### config.mk
export PLATFORM = sky130hd
export DESIGN_NAME = sst_softstart_seq
export DESIGN_NICKNAME = d
export VERILOG_FILES = /design/src/rtl/sst_pkg.sv /design/src/rtl/sst_sync.sv /design/src/rtl/sst_ocp_qual.sv /design/src/rtl/sst_ref_map.sv /design/src/rtl/sst_softstart_seq.sv
export SDC_FILE = /design/constraint.sdc
export NUM_CORES = 1
export LEC_CHECK = 0
export BUFFER_PORTS_ARGS = -buffer_cell sky130_fd_sc_hd__buf_2
export CAP_MARGIN = 20
export CORE_MARGIN = 5
export CORE_UTILIZATION = 40
export DETAILED_ROUTE_END_ITERATION = 8
export GPL_ROUTABILITY_DRIVEN = 0
export PLACE_DENSITY = 0.6
export SETUP_SLACK_MARGIN = 0.1
export SLEW_MARGIN = 5
export SYNTH_ARGS = -nofsm -noshare
export SYNTH_HDL_FRONTEND = slang
export SYNTH_SLANG_ARGS = --single-unit
### constraint.sdc
create_clock -name clk -period 5.1 [get_ports clk]
set_input_delay 0.765 -clock clk [delete_from_list [all_inputs] [get_ports clk]]
set_output_delay 0.765 -clock clk [all_outputs]
set_load 0.02 [all_outputs]
### src/rtl/sst_pkg.sv
package sst_pkg;
  typedef enum logic [2:0] {
    ST_OFF,
    ST_CHARGE,
    ST_RAMP,
    ST_DONE,
    ST_FLT_CHG,
    ST_FLT_DIS
  } sst_state_e;
endpackage

### src/rtl/sst_sync.sv
module sst_sync #(
  parameter int N = 1
) (
  input  logic         clk,
  input  logic         rst_n,
  input  logic [N-1:0] d,
  output logic [N-1:0] q
);
  for (genvar i = 0; i < N; i++) begin : g_bit
    logic s1_q, s2_q;
    always_ff @(posedge clk or negedge rst_n) begin
      if (!rst_n) begin
        s1_q <= 1'b0;
        s2_q <= 1'b0;
      end else begin
        s1_q <= d[i];
        s2_q <= s1_q;
      end
    end
    assign q[i] = s2_q;
  end
endmodule

### src/rtl/sst_ocp_qual.sv
module sst_ocp_qual #(
  parameter int BLANK_CYC = 6,
  parameter int FILT_CYC  = 6
) (
  input  logic clk,
  input  logic rst_n,
  input  logic arm,
  input  logic hs_on,
  input  logic oc,
  output logic trip
);
  localparam int BW = $clog2(BLANK_CYC + 1);
  localparam int FW = $clog2(FILT_CYC + 1);

  logic [BW-1:0] blank_q, blank_d;
  logic [FW-1:0] filt_q, filt_d;
  logic          past_blank, qual;

  always_comb begin
    past_blank = (blank_q == BW'(BLANK_CYC));
    qual       = hs_on && past_blank && oc && arm;
    if (!hs_on)          blank_d = '0;
    else if (past_blank) blank_d = blank_q;
    else                 blank_d = blank_q + 1'b1;
    if (!qual)                        filt_d = '0;
    else if (filt_q == FW'(FILT_CYC)) filt_d = filt_q;
    else                              filt_d = filt_q + 1'b1;
  end

  always_ff @(posedge clk or negedge rst_n) begin
    if (!rst_n) begin
      blank_q <= '0;
      filt_q  <= '0;
    end else begin
      blank_q <= blank_d;
      filt_q  <= filt_d;
    end
  end

  assign trip = arm && (filt_q == FW'(FILT_CYC));
endmodule

### src/rtl/sst_ref_map.sv
module sst_ref_map #(
  parameter int CW      = 10,
  parameter int LVL_1V  = 128,
  parameter int LVL_3V  = 384,
  parameter int REF_INT = 76
) (
  input  logic [CW-1:0] cnt,
  input  logic [CW-1:0] ext_ref,
  input  logic          use_ext,
  output logic [CW-1:0] ref_code
);
  localparam int SPAN = LVL_3V - LVL_1V;
  localparam int PW   = 2 * CW;

  logic [CW-1:0] diff;
  logic [PW-1:0] prod;

  always_comb begin
    diff = cnt - CW'(LVL_1V);
    prod = {{CW{1'b0}}, diff} * PW'(REF_INT);
    if (cnt < CW'(LVL_1V))      ref_code = '0;
    else if (use_ext)           ref_code = (diff < ext_ref) ? diff : ext_ref;
    else if (cnt >= CW'(LVL_3V)) ref_code = CW'(REF_INT);
    else                        ref_code = CW'(prod / PW'(SPAN));
  end
endmodule

### src/rtl/sst_softstart_seq.sv
module sst_softstart_seq
  import sst_pkg::*;
#(
  parameter int CW        = 10,
  parameter int LVL_1V    = 128,
  parameter int LVL_3V    = 384,
  parameter int LVL_TOP   = 512,
  parameter int STEP      = 4,
  parameter int REF_INT   = 76,
  parameter int BLANK_CYC = 6,
  parameter int FILT_CYC  = 6
) (
  input  logic          clk,
  input  logic          rst_n,
  input  logic          pg_vcc,
  input  logic          pg_pvcc,
  input  logic          en,
  input  logic          use_ext,
  input  logic [CW-1:0] ext_ref,
  input  logic          oc_raw,
  input  logic          hs_on,
  output logic [CW-1:0] ref_code,
  output logic          drv_en,
  output logic          ss_done,
  output logic          dischg
);
  localparam int NSYNC = 6;

  // reset: asserted asynchronously, released on the clock
  logic rs1_q, rs2_q, rst_i_n;
  always_ff @(posedge clk or negedge rst_n) begin
    if (!rst_n) begin
      rs1_q <= 1'b0;
      rs2_q <= 1'b0;
    end else begin
      rs1_q <= 1'b1;
      rs2_q <= rs1_q;
    end
  end
  assign rst_i_n = rs2_q;

  logic [NSYNC-1:0] sync_q;
  logic pg_vcc_s, pg_pvcc_s, en_s, use_ext_s, oc_s, hs_s, go_s;

  sst_sync #(.N(NSYNC)) u_sync (
    .clk   (clk),
    .rst_n (rst_i_n),
    .d     ({pg_vcc, pg_pvcc, en, use_ext, oc_raw, hs_on}),
    .q     (sync_q)
  );
  assign {pg_vcc_s, pg_pvcc_s, en_s, use_ext_s, oc_s, hs_s} = sync_q;
  assign go_s = pg_vcc_s && pg_pvcc_s && en_s;

  sst_state_e    state_q, state_d;
  logic [CW-1:0] cnt_q, cnt_d, cnt_inc, cnt_dec;
  logic [CW:0]   cnt_sum;
  logic          cnt_ce, trip;

  sst_ocp_qual #(.BLANK_CYC(BLANK_CYC), .FILT_CYC(FILT_CYC)) u_ocp (
    .clk   (clk),
    .rst_n (rst_i_n),
    .arm   (drv_en),
    .hs_on (hs_s),
    .oc    (oc_s),
    .trip  (trip)
  );

  always_comb begin
    cnt_sum = {1'b0, cnt_q} + (CW+1)'(STEP);
    cnt_inc = (cnt_sum >= (CW+1)'(LVL_TOP)) ? CW'(LVL_TOP) : cnt_sum[CW-1:0];
    cnt_dec = (cnt_q <= CW'(STEP)) ? '0 : cnt_q - CW'(STEP);
  end

  // next-state process
  always_comb begin
    state_d = state_q;
    cnt_d   = cnt_q;
    if (!go_s) begin
      state_d = ST_OFF;
      cnt_d   = '0;
    end else begin
      unique case (state_q)
        ST_OFF: state_d = ST_CHARGE;
        ST_CHARGE: begin
          cnt_d = cnt_inc;
          if (cnt_inc >= CW'(LVL_1V)) state_d = ST_RAMP;
        end
        ST_RAMP: begin
          cnt_d = cnt_inc;
          if (trip) state_d = (cnt_inc == CW'(LVL_TOP)) ? ST_FLT_DIS : ST_FLT_CHG;
          else if (cnt_inc == CW'(LVL_TOP)) state_d = ST_DONE;
        end
        ST_DONE: if (trip) state_d = ST_FLT_DIS;
        ST_FLT_CHG: begin
          cnt_d = cnt_inc;
          if (cnt_inc == CW'(LVL_TOP)) state_d = ST_FLT_DIS;
        end
        ST_FLT_DIS: begin
          cnt_d = cnt_dec;
          if (cnt_dec == '0) state_d = ST_CHARGE;
        end
        default: state_d = ST_OFF;
      endcase
    end
  end

  assign cnt_ce = go_s || (cnt_q != '0);

  // register process
  always_ff @(posedge clk or negedge rst_i_n) begin
    if (!rst_i_n) begin
      state_q <= ST_OFF;
      cnt_q   <= '0;
    end else begin
      state_q <= state_d;
      if (cnt_ce) cnt_q <= cnt_d;
    end
  end

  sst_ref_map #(.CW(CW), .LVL_1V(LVL_1V), .LVL_3V(LVL_3V), .REF_INT(REF_INT)) u_ref (
    .cnt      (cnt_q),
    .ext_ref  (ext_ref),
    .use_ext  (use_ext_s),
    .ref_code (ref_code)
  );

  assign drv_en  = (state_q == ST_RAMP) || (state_q == ST_DONE);
  assign ss_done = (state_q == ST_DONE);
  assign dischg  = (state_q == ST_FLT_DIS);
endmodule

After elaboration in Yosys (flattened, before gate mapping)
Cells that the tools add are included.

word-level totals
  flip-flop bits (word level) = 33
  input bits = 18
  output and inout bits = 13
  logic and storage cells = 81

operators by class
  add/subtract/negate cells = 5
  $mul = 1
  magnitude comparators = 6
  equality and inequality tests = 16
  multiplexer cells = 21
  reduce and logical (&&, ||, !) cells = 14

operators with widths
  cell                                                                 count
  2-to-1 mux 10 bit                                                    6
  2-to-1 mux 3 bit                                                     11
  one-hot mux 10 bit (2 select lines)                                  1
  one-hot mux 3 bit (6 select lines)                                   1
  multiplier 10 x 5 -> 15 bit, second input constant                   1
  equality test 3 bit, second input constant                           4
  adder 10 x 3 -> 11 bit, second input constant                        1
  greater-or-equal comparator 11 x 10 -> 1 bit, second input constant  1
  equality test 10 bit, second input constant                          1
  greater-or-equal comparator 10 x 8 -> 1 bit, second input constant   1
  greater-or-equal comparator 10 x 9 -> 1 bit, second input constant   1
  less-or-equal comparator 10 x 3 -> 1 bit, second input constant      1
  logical NOT 10 bit                                                   1
  less-than comparator 10 bit                                          1
  less-than comparator 10 x 8 -> 1 bit, second input constant          1
  nonzero test 10 bit                                                  1
  subtractor 10 x 3 -> 10 bit, second input constant                   1
  subtractor 10 x 8 -> 10 bit, second input constant                   1
  2-to-1 mux 9 bit                                                     1
  inequality test 3 bit, second input constant                         3
  adder 3 x 1 -> 3 bit, second input constant                          2
  equality test 3 x 2 -> 1 bit, second input constant                  2
  logical AND 1 bit                                                    6
  inequality test 3 x 2 -> 1 bit, second input constant                2
  9 further kinds                                                      11

Depth between registers and ports, before layout
Gate-level depths: netlist of the first run.

  word-level depth = 8
  mapped depth = 15
  gate-level depth less buffers = 14

Modules after synthesis
A second synthesis of the first run with hierarchy kept.

unflattened totals
  cells, all modules = 349
  area, all modules = 3110.5 µm²

by module, submodules not included
  module             instances  cells an instance  area an instance (µm²)  sequential area each (µm²)
  sst_softstart_seq  1          147                1232.4                  375.4
  sst_ref_map        1          151                1182.4                  0.0
  sst_ocp_qual       1          33                 350.3                   150.1
  sst_sync           1          18                 345.3                   300.3

Worst setup path before layout of the first run
No wires, ideal clock.

  path kind = reg2out
  start point = reg cnt_q[7]
  end point = out ref_code[6]
  arrival time = 3731 ps
  required time = 4335 ps
  path slack = 604 ps
  cell stages (with the launch flop) = 16
  buffers on the path = 1
  cells stage by stage = dfrtp_1 -> buf_4 -> inv_1 -> ha_1 -> inv_1 -> ha_1 -> inv_1 -> fa_1 -> inv_1 -> ha_1 -> nand4_1 -> a221oi_1 -> a2111oi_2 -> a21oi_1 -> xnor2_1 -> a221oi_1

between the ends
  longest elaborated chain between the ends = 5
  elaborated cells on any way between the ends = 9
  those cells by class = add/sub (1); mul (1); order compare (3); mux (4)

RTL lines
  element                                                                     line                                  text
  from (decl)                                                                 sst_softstart_seq.sv:55               logic [CW-1:0] cnt_q, cnt_d, cnt_inc, cnt_dec;
  from (signal assigned)                                                      sst_softstart_seq.sv:116              if (cnt_ce) cnt_q <= cnt_d;
  subtractor 10 x 8 -> 10 bit                                                 sst_ref_map.sv:19                     diff = cnt - CW'(LVL_1V);
  multiplier 10 x 5 -> 15 bit or less-than comparator 10 bit (tied branches)  sst_ref_map.sv:20, sst_ref_map.sv:22
  2-to-1 mux 9 bit or 2-to-1 mux 10 bit (tied branches)                       sst_ref_map.sv:23, sst_ref_map.sv:22
  2-to-1 mux 10 bit                                                           sst_ref_map.sv:22                     else if (use_ext) ref_code = (diff < ext_ref) ? diff : ext_ref;
  2-to-1 mux 10 bit *                                                         sst_ref_map.sv:21                     if (cnt < CW'(LVL_1V)) ref_code = '0;
  to (decl)                                                                   sst_softstart_seq.sv:22               output logic [CW-1:0] ref_code,

Every way passes the cells marked *; elsewhere a longest branch is shown, timed or not.

Worst setup path in the final report of the first run
  start point = reg cnt_q[8]
  end point = out ref_code[6]

The elaborated chain is that of the path after synthesis.

==> results of run 1 <==
kinds of logic after synthesis:
kind of cell | after synthesis | synth area share, %
adder cells (fa/ha/maj) | 44 | 19.7
multiplexers | 10 | 3.39
AO/OA/AOI/OAI | 84 | 20.6
other | 1 | 0.126
AND/OR/NAND/NOR | 89 | 16.0
flip-flops | 33 | 27.7
XOR/XNOR | 16 | 4.69
buffers and inverters | 53 | 7.84
power by group:
group / switching, mW / total (mW) / internal (mW)
registers: 0.00773 / 0.281 / 0.274
logic: 0.115 / 0.199 / 0.0838
clock network: 0.0899 / 0.184 / 0.0943
total: 0.213 / 0.665 / 0.452
worst max-delay path: cells and delay by family (launching register included):
kind	cells	cell delay (ns)
adder cells (fa/ha/maj)	4	1.44
flip-flops	1	0.48
XOR/XNOR	1	0.15
buffers and inverters	5	0.54
AO/OA/AOI/OAI	4	0.91
AND/OR/NAND/NOR	1	0.12
flip-flops by register name (all words and copies together), names as in the netlist:
name / cells
cnt_q: 10
u_sync.g_bit.s1_q: 6
u_sync.g_bit.s2_q: 6
state_q: 3
u_ocp.blank_q: 3
u_ocp.filt_q: 3
rs1_q: 1
rs2_q: 1
layout by cell type (no fill, tap or decap), types with 2 or more instances in the layout:
cell type	instances
nand4_1	8
o31ai_1	3
nand2_1	15
a22oi_1	4
a21o_1	3
o21a_1	5
ha_1	39
clkbuf_8	5
dfrtp_1	32
a32o_1	2
o32a_1	2
and3_1	2
fa_1	5
nor3_1	6
a31oi_1	7
buf_2	30
nor2_1	25
a211oi_1	6
nor2b_1	2
a221oi_1	5
inv_1	42
o22ai_1	7
mux2i_1	9
nand3_1	8
buf_4	8
nor4_1	3
xnor2_1	11
clkinv_2	2
xor2_1	5
nand2b_1	4
nor2_2	2
and2_1	2
a21oi_1	11
o211a_1	2
o21ai_0	13
nor3b_1	2
worst paths after layout:
path	slack (ns)	endpoint	depth (start not counted)	start
worst max-delay path	0.44	ref_code[6]	15	cnt_q[8]
worst min-delay path	0.26	rs2_q	1	rst_n
worst max register to register	2.58	cnt_q[7]	9	cnt_q[2]
worst min register to register	0.26	u_sync.g_bit[0].s2_q	1	rs2_q
max in group asynchronous	4.54	cnt_q[8]	1	rs2_q
min in group clk	0.35	u_sync.g_bit[5].s2_q	0	u_sync.g_bit[5].s1_q
cell type report:
class / count / area, sq um
Clock buffer: 6 / 72.6
Fill cell: 723 / 3910
Timing Repair Buffer: 38 / 210
Clock inverter: 2 / 10.0
Tap cell: 99 / 124
Sequential cell: 33 / 827
Inverter: 42 / 158
Multi-Input combinational cell: 244 / 1940
routing by layer:
metal  wire length, microns  share of wire [%]
met4                    106                1.6
met1                   3100                 46
met2                   3090                 46
met5                      0                  0
met3                    416                6.2
what timing repair did:
action	4_1_cts	5_1_grt
gates resized for setup	0	2
endpoints found under the setup margin	0	4
hold buffers	0	0
through the flow:
stage	cell area, sq um	instances	hold WS [ns]	power, mW	setup WS, ns
after floorplan	2990	330	0.331	0.437	0.604
after global placement	3240	456	0.268	0.486	0.575
after detailed placement	3240	456	0.270	0.485	0.481
after CTS	3330	464	0.243	0.676	0.156
after global routing	3340	464	0.237	0.712	0.197
final	3340	464	0.255	0.665	0.441
==> flow_summary.ini, run 1 <==
[grt]
antenna_found_initial = 0
track_usage_pct = 15.3
grtUsageMet1_pct = 19.9
met3_usage_pct = 3.02
grt_pass1_wl_mm = 11.2
gr-total-overflow = 0
grt.busiest_layer = met2
use_met2_pct = 25.8
grt_max_degree = 32
grt_pass1_vias = 2415

[cts]
clk_latency_ns = 0.28
h-tree-depth = 2
clock_path_buffers = 2
cts.sinks = 33
cts_setup_buffers = 0
numCtsBuffers = 5
clock_tree.root_cell = clkbuf_8
clk_pin_slew_worst_paths_ns = 0.06
cts_tree = yes

[timing]
period_needed_ns = 4.66
grt_setup_unrepaired = no
hold_violations = 0
post-route-period-util_pct = 91.3
setup_viol = 0
worstMarginPinSlew_ns = 0.669
tns_ns = 0
fmax_ghz = 0.215
finalClockSkew_ns = 0.00495
slew-limit-headroom_pct = 55.0
drv_slew = 0

[route]
drtAntennaViolNets = 0
routedWlPerCell_microns = 14.5
drt-total-wl_mm = 6.72
viasPerCell = 5.39
drc = 0
firstDrtPassIters = 4
drt_iter0_drc = 191
via_count = 2501

[finish]
syn_to_final_growth_pct = 11.9
drive_gt1_share_pct = 17.0
fin_util_pct = 46.0
antenna_cells = 0
fin_nets = 426

[logic_synthesis]
ys_top_cells_by_area = dfrtp_1 28%, ha_1 16%, inv_1 5.3%
ys_ff_latch = 33
ys_warn_count = 0
ys_seq_area_share_pct = 27.7
synthCells = 330
synth_area_sq_mm = 0.00299
syn_avg_cell_area_sq_um = 9.05
yosysTopAreaCell = dfrtp_1
synth_async_sr_flop_share_pct = 100
syn_nets = 392
yosysMostFrequentCell = inv_1
synth-edff-count = 0
ys.flop_type = dfrtp_1
synthTopCellsByCount = 42 x inv_1, 39 x ha_1, 33 x dfrtp_1
ys_types = 62
synth_top_area_share_pct = 27.7

[setup_path]
cp.arrival_ns = 3.89
path_class = reg2out
slowest_stage = fa_1
cp_slowest_stage_delay_ns = 0.49
crit_chain = inv_1, ha_1, inv_1, ha_1, inv_1, fa_1, inv_1, ha_1, nand4_1, a221oi_1, a2111oi_4, a21oi_1, xnor2_1, a221oi_1, buf_2
required_ns = 4.34
critPathMaxFanout = 11
worst_path_most_repeated_cell = inv_1
start_kind = register
end_kind = primary output

[hold_path]
holdCritPathClass = in2async

[floorplanning]
die_w_microns = 96.4
placementRows = 31
die-area_sq_mm = 0.00929
io_pins = 31
fp.dieH_microns = 96.4
core_area_sq_mm = 0.00725
initial_core_util_pct = 41.2

[power]
vdd_drop_max_v = 0.000209
leakagePower_nw = 1.63
p_per_area_mw_per_mm2 = 199

[outcome]
outcome = complete, no violations

[flow_run]
cap_violations = 0

[place]
portBuffers = 30
place_hpwl_mm = 5.33
(Power assumes the default switching activity.)
==> inputs of run 2 (changes only) <==
--- a/config.mk
+++ b/config.mk
@@ -5,7 +5,7 @@
 export SDC_FILE = /design/constraint.sdc
 export NUM_CORES = 1
 export LEC_CHECK = 0
-export BUFFER_PORTS_ARGS = -buffer_cell sky130_fd_sc_hd__buf_2
+export BUFFER_PORTS_ARGS = -buffer_cell sky130_fd_sc_hd__buf_4
 export CAP_MARGIN = 20
 export CORE_MARGIN = 5
 export CORE_UTILIZATION = 40
==> run 2 against run 1 <==
  * First-iteration DRC count up 20%
  * Non-clock buffer count is the same
  * Hold slack worse by 0.16 ns
  * Wire length is 2.2% higher
  * Critical path depth is the same
  * Core utilization is 1.1 points higher
  * Largest cell class unchanged
==> flow_summary.ini, run 2 (synthesis gave the netlist of run 1 again) <==
[finish]
mostFrequentLayoutCells = 42 x inv_1, 39 x ha_1, 38 x buf_4, 32 x dfrtp_1, 25 x nor2_1
fill_cells = 717
drive_gt1_share_pct = 17.3
syn_to_final_growth_pct = 14.6
largestRegisters = cnt_q (10), u_sync.g_bit.s1_q (6), u_sync.g_bit.s2_q (6)
finalNonFillerCells = 464
regMostFlops = cnt_q
fin_util_pct = 47.2
largest_reg_flops = 10
fin_nets = 426
antenna_cells = 0
layout_commonest_cell = inv_1

[floorplanning]
io_pins = 31
die_w_microns = 96.4
die-area_sq_mm = 0.00929
fp.dieH_microns = 96.4
initial_core_util_pct = 41.2
core_area_sq_mm = 0.00725
placementRows = 31

[cts]
numCtsBuffers = 5
clock_tree.root_cell = clkbuf_8
cts_setup_buffers = 0
clk_pin_slew_worst_paths_ns = 0.07
clock_path_buffers = 2
h-tree-depth = 2
cts.sinks = 33
clk_latency_ns = 0.28
cts_tree = yes

[route]
firstDrtPassIters = 4
drt-total-wl_mm = 6.87
routedWlPerCell_microns = 14.8
drt_iter0_drc = 229
drtAntennaViolNets = 0
via_count = 2511
viasPerCell = 5.41
drc = 0

[grt]
gr-total-overflow = 0
track_usage_pct = 15.8
antenna_found_initial = 0
grt_max_degree = 27
grt_pass1_vias = 2469
grt_pass1_wl_mm = 11.6

[setup_path]
cp.arrival_ns = 3.96
end_kind = primary output
start_kind = register
required_ns = 4.34
path_class = reg2out
critPathMaxFanout = 11

[timing]
finalClockSkew_ns = 0.00831
fmax_ghz = 0.212
period_needed_ns = 4.72
worstMarginPinSlew_ns = 0.663
tns_ns = 0
drv_slew = 0
post-route-period-util_pct = 92.6
hold_violations = 0
grt_setup_unrepaired = no
setup_viol = 0
slew-limit-headroom_pct = 55.4

[place]
portBuffers = 30
place_hpwl_mm = 5.45
place_inst = 456

[flow_run]
cap_violations = 0

[power]
leakagePower_nw = 1.64
p_per_area_mw_per_mm2 = 195
vdd_drop_max_v = 0.000180

[hold_path]
holdCritPathClass = reg2async

[outcome]
outcome = complete, no violations
[run 2: changes by cell type in the layout (fill, tap and decap cells not counted)]
cell and delta:
buf_4 +30, a221oi_2 +1, buf_2 -30, a221oi_1 -1
[run 2: through the flow]
stage                     hold slack (ns)  worst slack [ns]  area, sq um  power, mW
after detailed placement           0.0902             0.408         3320      0.489
after global routing                0.120             0.124         3420      0.712
after global placement             0.0940             0.551         3320      0.490
after floorplan                     0.331             0.604         2990      0.437
final                              0.0931             0.377         3420      0.666
after CTS                           0.102             0.224         3410      0.677
[run 2: area by class of cell]
cell class              count  area, sq um  area share (%)
clock inverters             2         10.0           0.293
multi-input cells         244         1940            56.8
repair buffers             38          285            8.34
inverters                  42          158            4.61
well taps                  99          124            3.62
flip-flops and latches     33          827            24.2
clock buffers               6         72.6            2.12
[run 2: report_power, final]
part	internal [mW]	switching, mW
logic	0.0876	0.115
clock network	0.0943	0.0874
registers	0.274	0.00873
[run 2: worst paths after layout]
| kind | start | end | slack, ns | cells past startpoint |
|---|---|---|---|---|
| min in group clk | u_sync.g_bit[1].s1_q | u_sync.g_bit[1].s2_q | 0.35 | 0 |
| hold / removal | rs2_q | cnt_q[2] | 0.09 | 0 |
| setup reg to reg | cnt_q[2] | cnt_q[7] | 2.59 | 9 |
| setup / recovery | cnt_q[8] | ref_code[6] | 0.38 | 15 |
| hold reg to reg | rs2_q | cnt_q[2] | 0.09 | 0 |
| max in group asynchronous | rs2_q | cnt_q[8] | 4.41 | 1 |
[run 2: per-layer routing]
metal	vias to the layer above	GRT usage, %	share of wire [%]
met5	-	0	0
met4	0	5.61	1.8
met3	11	2.48	5.2
met2	66	25.8	47
met1	1183	21.3	46
li1	1251	-	-
[run 2: what timing repair did]
item	4_1_cts	5_1_grt
hold buffers	0	0
pin swaps	0	0
endpoints found under the setup margin	1	3
gates resized for setup	1	2
[run 2: worst max-delay path: stages (launching register included)]
cell and delay [ns]:
dfrtp_2 0.47, inv_1 0.12, ha_1 0.29, inv_1 0.11, ha_1 0.30, inv_1 0.05
fa_1 0.50, inv_1 0.05, ha_1 0.36, nand4_1 0.14, a221oi_2 0.06, a2111oi_4 0.42
a21oi_1 0.15, xnor2_1 0.15, a221oi_1 0.31, buf_4 0.20
